[config.mk]
export PLATFORM = sky130hd
export DESIGN_NAME = sensor_mode_ctrl
export DESIGN_NICKNAME = d
export VERILOG_FILES = /design/src/rtl/sensor_mode_ctrl.sv
export SDC_FILE = /design/constraint.sdc
export NUM_CORES = 1
export LEC_CHECK = 0
export ABC_AREA = 1
export ABC_CLOCK_PERIOD_IN_PS = 1800
export CAP_MARGIN = 20
export CORE_MARGIN = 2
export CORE_UTILIZATION = 55
export CTS_BUF_LIST = sky130_fd_sc_hd__clkbuf_4 sky130_fd_sc_hd__clkbuf_8 sky130_fd_sc_hd__clkbuf_16
export DETAILED_ROUTE_END_ITERATION = 10
export GPL_TIMING_DRIVEN = 0
export PLACE_DENSITY = 0.76
export SYNTH_ARGS = -nofsm -noshare
export SYNTH_HDL_FRONTEND = slang
export SYNTH_SLANG_ARGS = --single-unit
[constraint.sdc]
create_clock -name clk -period 1.8 [get_ports clk]
set_clock_uncertainty 0.05 [all_clocks]
set_input_delay 0.45 -clock clk [delete_from_list [all_inputs] [get_ports clk]]
set_output_delay 0.45 -clock clk [all_outputs]
set_load 0.05 [all_outputs]
[src/rtl/sensor_mode_ctrl.sv]
module sensor_mode_ctrl #(
  parameter int NERR       = 4,
  parameter int WIN_CYCLES = 1500000,
  parameter int ROM_CYCLES = 28180,
  localparam int CODE_W    = $clog2(NERR + 3)
) (
  input  logic              clk,
  input  logic              rst_n,
  input  logic [1:0]        out_mode,
  input  logic              cfg_done,
  input  logic              cfg_sig_ok,
  input  logic              rom_chk_en,
  input  logic              rom_ok,
  input  logic              start_done,
  input  logic              cmd_req,
  input  logic              cmd_exit,
  input  logic [NERR-1:0]   err_flags,
  output logic [1:0]        mode,
  output logic [1:0]        pin_state,
  output logic              err_load,
  output logic [CODE_W-1:0] err_code
);
  localparam int WIN_W = $clog2(WIN_CYCLES + 1);
  localparam int ROM_W = $clog2(ROM_CYCLES);
  localparam logic [1:0] PIN_TRI = 2'd0, PIN_LOW = 2'd1, PIN_ACT = 2'd2;

  typedef enum logic [2:0] {ST_CFG, ST_ROM, ST_START, ST_NORM, ST_CMD, ST_DIAG} st_t;
  st_t st, st_n;

  logic [WIN_W-1:0]  win_cnt;
  logic [ROM_W-1:0]  rom_cnt;
  logic              win_open, cmd_ok, load_n;
  logic [CODE_W-1:0] code_n, flag_code;

  assign win_open = win_cnt < WIN_W'(WIN_CYCLES);
  assign cmd_ok   = cmd_req && (out_mode == 2'b01 || (out_mode[1] && win_open));

  always_comb begin
    flag_code = '0;
    for (int i = NERR - 1; i >= 0; i--)
      if (err_flags[i]) flag_code = CODE_W'(i + 1);
  end

  always_comb begin
    st_n   = st;
    load_n = 1'b0;
    code_n = err_code;
    case (st)
      ST_CFG:
        if (cfg_done) begin
          if (!cfg_sig_ok) begin
            st_n = ST_DIAG; load_n = 1'b1; code_n = CODE_W'(NERR + 1);
          end else begin
            st_n = rom_chk_en ? ST_ROM : ST_START;
          end
        end
      ST_ROM:
        if (rom_cnt == ROM_W'(ROM_CYCLES - 1)) begin
          if (rom_ok) st_n = ST_START;
          else begin
            st_n = ST_DIAG; load_n = 1'b1; code_n = CODE_W'(NERR + 2);
          end
        end
      ST_START, ST_NORM:
        if (|err_flags) begin
          st_n = ST_DIAG; load_n = 1'b1; code_n = flag_code;
        end else if (cmd_ok)
          st_n = ST_CMD;
        else if (st == ST_START && start_done)
          st_n = ST_NORM;
      ST_CMD:  if (cmd_exit) st_n = ST_NORM;
      ST_DIAG: if (cmd_ok) st_n = ST_CMD;
      default: st_n = ST_CFG;
    endcase
  end

  always_ff @(posedge clk or negedge rst_n) begin
    if (!rst_n) begin
      st       <= ST_CFG;
      win_cnt  <= '0;
      rom_cnt  <= '0;
      err_load <= 1'b0;
      err_code <= '0;
    end else begin
      st       <= st_n;
      err_load <= load_n;
      err_code <= code_n;
      if (win_open) win_cnt <= win_cnt + 1'b1;
      rom_cnt  <= (st == ST_ROM) ? rom_cnt + 1'b1 : '0;
    end
  end

  always_comb begin
    case (st)
      ST_START: pin_state = (out_mode == 2'b00 || out_mode == 2'b11) ? PIN_LOW : PIN_TRI;
      ST_NORM:
        case (out_mode)
          2'b01:   pin_state = PIN_TRI;
          2'b10:   pin_state = win_open ? PIN_TRI : PIN_ACT;
          default: pin_state = PIN_ACT;
        endcase
      ST_CMD:  pin_state = PIN_TRI;
      default: pin_state = PIN_LOW;
    endcase
    if (!rst_n) pin_state = PIN_TRI;
  end

  always_comb begin
    case (st)
      ST_NORM: mode = 2'd1;
      ST_CMD:  mode = 2'd2;
      ST_DIAG: mode = 2'd3;
      default: mode = 2'd0;
    endcase
  end
endmodule

==> results.md, run 1 <==
- TritonCTS Buffers: 5
- Number of global-route vias before repair: 2247
- RSZ-0062 raised after global routing: true
- Die area: 5380 um2
- Syn_nets: 374
- Die X: 73.3 um
- Worst-path clk slew: 80 ps
- Post-synthesis compound-gate area fraction: 0.0781
- Crit Path Max Fanout: 3
- Gpl congestion: 0.867
- Final hold violation count: 0
- Max-cap violation count: 0
- Main synth FF type: dfrtp_1
- Met3 GRT Util: 0.0494
- Most frequent cells in the layout: nand2_1 (85), inv_1 (38), nor2_1 (37), dfrtp_1 (37), buf_4 (31)
- M2 GR Usage: 0.385
- First-pass GRT wire length: 9.87 mm
- Max clock buf depth: 2
- Placed Instances: 432
- Status: finished, violations left
- Pwr Total: 3.36 mW
- Syn Area/Cell: 7.44 um2
- Drt total wl: 6.38 mm
- Final std cells w/o fill: 470
- Main combinational cell family by area after synthesis: simple AND/OR/NAND/NOR gates
- Antenna-violating nets left: 0
- HP Class: in -> async
- Pleak: 1.61 nW
- Busiest grt layer: met2
- Failing checks: setup timing
- Row Count: 25
- WP data required: 1300 ps
- Worst vdd ir: 1.11 mV
- Sink Count: 43
- Worst r2r path cells: 11
- Yosys warning count: 0
- Post-synthesis mux area share: 0
- Pin slew with the least headroom to its limit: 502 ps
- Die Y: 73.3 um
- Post-synth EDFFs: 0
- Relative slew margins: 0.664
- Post-Synth Simple-Gate Area: 0.349
- Post-synth ARST share: 1.00
- Syn Inst Count: 355
- Post-Synth XOR/XNOR Area: 0.0663
- Initial antenna violation count: 0
- Routed via count: 2516
- DR iter-0 viols: 141
- Largest net degree at the start of global routing: 34
- H-tree level count: 2
- Layout area overhead: 31.5%
- # DRC: 0
- Fmax: 478 MHz
- DPL Wire Length: 4.05 mm
- Latest clock arrival within the worst-skew pair: 300 ps
- Post-synth cell types: 34
- Final min period: 2090 ps
- Post-DR wirelength/cell: 13.6 um
- Adder-cell area share of the yosys netlist: 0.0189
- ANT cells: 0
- PortBufs: 22
- Nets: 434
- CTS tree: built
- Drt first pass iters: 4
- Worst endpoint data arrival time: 1590 ps
- CTS Root Cell: clkbuf_8
- Final setup fails: 5
- Core area: 4690 um2
- Fin. max-slew vios: 0
- I/O pin count: 23
- Vias per cell: 5.35
- Layout cell share with drive strength beyond 1: 0.255
- Total negative setup slack: -691 ps
- Fillers: 365
- Grt ovf: 0
- Worst Setup End Kind: output port
- Mapped Area: 2640 um2
- CP startpoint kind: flip-flop
- Fin worst setup slack: -290 ps
- Met1 Use GR: 0.320
- GRT Util Overall: 0.236
- Setup CP Type: reg -> out
- PD cells: 967 nW/um2
- Final Cycle Share: 1.16
- Initial Utilization: 0.563
- Commonest non-fill, non-tap cell in the layout: nand2_1
- FF+latch count, synth: 43
- Sequential fraction of the synthesis area: 0.407
## synthesized netlist by cell type, types with 4 or more instances
cell type | instances | share of area
dfrtp_1 | 43 | 0.41
nor2_1 | 40 | 0.057
nor2_2 | 6 | 0.014
ha_1 | 4 | 0.019
nand4_1 | 4 | 0.0095
xnor2_1 | 8 | 0.027
nor3_1 | 15 | 0.028
nand2_1 | 91 | 0.13
o21ai_0 | 18 | 0.034
a21oi_1 | 10 | 0.019
nand3_1 | 19 | 0.036
inv_1 | 45 | 0.064
nand2_2 | 4 | 0.0095
xor2_1 | 12 | 0.040
## cell type report
type / count / area, um2 / area share
clock inverters: 2 / 12.5 / 0.00360
inverters: 48 / 190 / 0.0547
flip-flops and latches: 43 / 1080 / 0.312
plain buffers: 4 / 27.5 / 0.00792
multi-input cells: 259 / 1530 / 0.441
well taps: 54 / 67.6 / 0.0194
repair buffers: 54 / 483 / 0.139
clock buffers: 6 / 76.3 / 0.0220
## through the flow
step                utilization  instance area, um2  hold slack (ps)  setup slack [ps]
floorplan                     -                2670              104              8.18
global placement          0.631                2960              404             -2590
detailed placement        0.634                2980              314             -1060
CTS                       0.698                3270             87.1              -282
global route              0.741                3470             95.3              -384
finish                    0.741                3470             92.1              -290
## registers in the layout, summed over array words and instances, names as in the netlist
register and flops:
win_cnt 21, rom_cnt 15, err_code 3, st 3, err_load 1
## critical path: stages, from the launching register on
cell and delay (ps):
dfrtp_1 370, inv_2 60, nor2_2 120, nand2_2 60, nor2_2 120, nand2_2 70
nand2_4 90, inv_4 40, nand2_4 50, o2111ai_4 100, inv_4 80, buf_8 130
## timing repair
item / CTS / global route
setup endpoints to repair: 9 / 13
endpoints found under the hold margin: 11 / 0
pin swaps: 7 / 11
resized for setup: 60 / 29
buffers inserted: 18 / 12
hold buffers: 1 / 0
## cells by family after synthesis
group	count (synthesis)
AOI/OAI and AO/OA	37
adders and majority gates	4
buffers and inverters	53
and+or+nand+nor	198
xor gates and xnor gates	20
DFF	43
## where the power goes
group / switching [mW] / total [mW] / internal (mW)
Combinational: 0.992 / 1.59 / 0.601
Clock: 0.332 / 0.618 / 0.286
Sequential: 0.0872 / 1.15 / 1.06
Total: 1.41 / 3.36 / 1.95
## per-layer routing
metal	wire [um]	vias up
met3	280	18
li1	-	1257
met4	135	0
met1	2740	1169
met5	0	-
met2	3230	72
## worst paths after layout
kind	start	end	slack (ps)
worst min register to register	err_code[2]	err_code[2]	450
min in group clk	err_code[2]	err_code[2]	450
worst min-delay path	rst_n	win_cnt[14]	90
worst max register to register	st[2]	st[2]	-50
worst max-delay path	win_cnt[20]	pin_state[1]	-290
max in group asynchronous	rst_n	win_cnt[16]	670
Power figures use the tool's default switching activity.
==> run 2, diff against run 1 <==
- CORE_UTILIZATION: 55 -> 58
- PLACE_DENSITY: 0.76 -> 0.8
- TNS_END_PERCENT: unset -> 100
==> run 2 against run 1 <==
The run still ends with setup timing left; global-route usage increased by 3.7 points; final cell count decreased by 1.5%; register-to-register slack improved by 80 ps; setup slack improved by 17 ps; sequential share of layout area increased by 0.49 points; largest power group unchanged.
==> results.md, run 2 (synthesis results as in run 1) <==
- Die X: 71.5 um
- Die Y: 71.5 um
- WHS: 87.8 ps
- Relative slew margins: 0.507
- Critical Path Slowest Stage Cell: dfrtp_2
- CP startpoint kind: flip-flop
- Pleak: 1.60 nW
- Die area: 5110 um2
- Final setup fails: 3
- Grt ovf: 0
- Worst endpoint data arrival time: 1570 ps
- Layout area overhead: 29.3%
- Wire length on met3: 251 um
- Largest net degree at the start of global routing: 29
- Layout cell share with drive strength beyond 1: 0.260
- Commonest non-fill, non-tap cell in the layout: nand2_1
- Core area: 4380 um2
- Worst-path clk slew: 80 ps
- Worst Setup End Kind: output port
- Setup CP Type: reg -> out
- Metal-1 WL: 2.57 mm
- Initial Utilization: 0.603
- DPL Wire Length: 4.11 mm
- CP max stage delay: 460 ps
- Most flops, register: win_cnt
- # DRC: 0
- GRT Util Overall: 0.273
- Met2 WL: 3.20 mm
- Sink Count: 43
- Number of global-route vias before repair: 2464
- PortBufs: 22
- CTS tree: built
- I/O pin count: 23
- DR top layer: met4
- CTS Root Cell: clkbuf_8
- Worst vdd ir: 0.859 mV
- Latest clock arrival within the worst-skew pair: 300 ps
- Max clock buf depth: 2
- Drt first pass iters: 4
- Nets: 429
- WP buf/inv: 3
- Vias per cell: 5.39
- TritonCTS Buffers: 5
- Final std cells w/o fill: 463
- DR iter-0 viols: 158
- WP data required: 1300 ps
- H-tree level count: 2
- Gpl congestion: 0.886
- Final Cycle Share: 1.15
- ANT cells: 0
- Routed via count: 2496
- Placed Instances: 430
- Pin slew with the least headroom to its limit: 737 ps
- Status: finished, violations left
- Antenna-violating nets left: 0
- Max-cap violation count: 0
- Biggest regs: win_cnt: 21 flops, rom_cnt: 15 flops
- RSZ-0062 raised after global routing: true
- Row Count: 24
- Most frequent cells in the layout: nand2_1 (85), dfrtp_1 (38), inv_1 (37), nor2_1 (37), buf_4 (27)
- Fin worst setup slack: -273 ps
- Post-DR wirelength/cell: 13.6 um
- Drt total wl: 6.29 mm
- Final min period: 2070 ps
- PD cells: 933 nW/um2
- Max FFs per register: 21
- Fmax: 482 MHz
- Crit Path Max Fanout: 5
- Final hold violation count: 0
- HP Class: in -> async
- Worst path cell trace: nor2_2 -> nand2_1 -> nor2_2 -> nand2_2 -> nand2_4 -> inv_4 -> nand2_4 -> o2111ai_4 -> inv_4 -> buf_8
- First-pass GRT wire length: 10.9 mm
- Fin. max-slew vios: 0
- Crit path max-delay family: flip-flops
- Initial antenna violation count: 0
- Failing checks: setup timing
## run 2: final cells by class
| type | count | area, um2 |
|---|---|---|
| multi-input combinational | 259 | 1540 |
| tap | 52 | 65.1 |
| sequential | 43 | 1080 |
| fill | 286 | 967 |
| clock buffer | 6 | 76.3 |
| buffer | 4 | 23.8 |
| timing repair buffer | 49 | 435 |
| inverter | 48 | 185 |
| clock inverter | 2 | 12.5 |
## run 2: worst paths after layout
check / start / end / slack [ps] / cells past startpoint
setup / recovery: win_cnt[16] / pin_state[1] / -270 / 10
hold / removal: rst_n / rom_cnt[1] / 90 / 2
setup reg to reg: st[0] / st[1] / 30 / 10
hold reg to reg: err_code[2] / err_code[2] / 440 / 2
max in group asynchronous: rst_n / win_cnt[16] / 410 / 2
min in group clk: err_code[2] / err_code[2] / 440 / 2
## run 2: worst reg2reg max path, stage by stage (launching register included)
cell,delay (ps)
dfrtp_1,420
inv_2,140
buf_4,150
nand3_2,100
or2_2,300
o21ai_0,120
a21oi_2,110
nand2_4,90
nor2_4,40
nand2_1,60
nand2_1,70
## run 2: through the flow
step                worst slack [ps]  area [um2]   util  total power [mW]  setup TNS [ps]
floorplan                       8.18        2670      -              1.97               0
global placement               -2590        2960  0.675              2.30          -49280
detailed placement             -1100        2970  0.678              2.31           -5630
CTS                             -293        3290  0.749              3.06            -508
global route                    -385        3420  0.779              3.40            -886
finish                          -273        3420  0.779              3.19            -567
## run 2: where the power goes
group	total, mW	internal (mW)	leakage [nW]	switching (mW)
combinational	1.43	0.530	0.986	0.905
sequential	1.14	1.06	0.566	0.0810
clock	0.616	0.286	0.0446	0.330
total	3.19	1.87	1.60	1.32
## run 2: timing repair
item                                   in CTS  in global routing
endpoints found under the hold margin      15                  0
pin swaps                                   9                 18
resized for setup                          63                 28
setup endpoints to repair                  15                 15
hold buffers                                1                  0
buffers inserted                           21                  6
gates cloned                                0                  0
## run 2: metal layers
metal / global-route usage / vias up
met5: 0 / -
met4: 0.159 / 0
met3: 0.0478 / 21
met2: 0.477 / 63
met1: 0.312 / 1169
li1: - / 1243
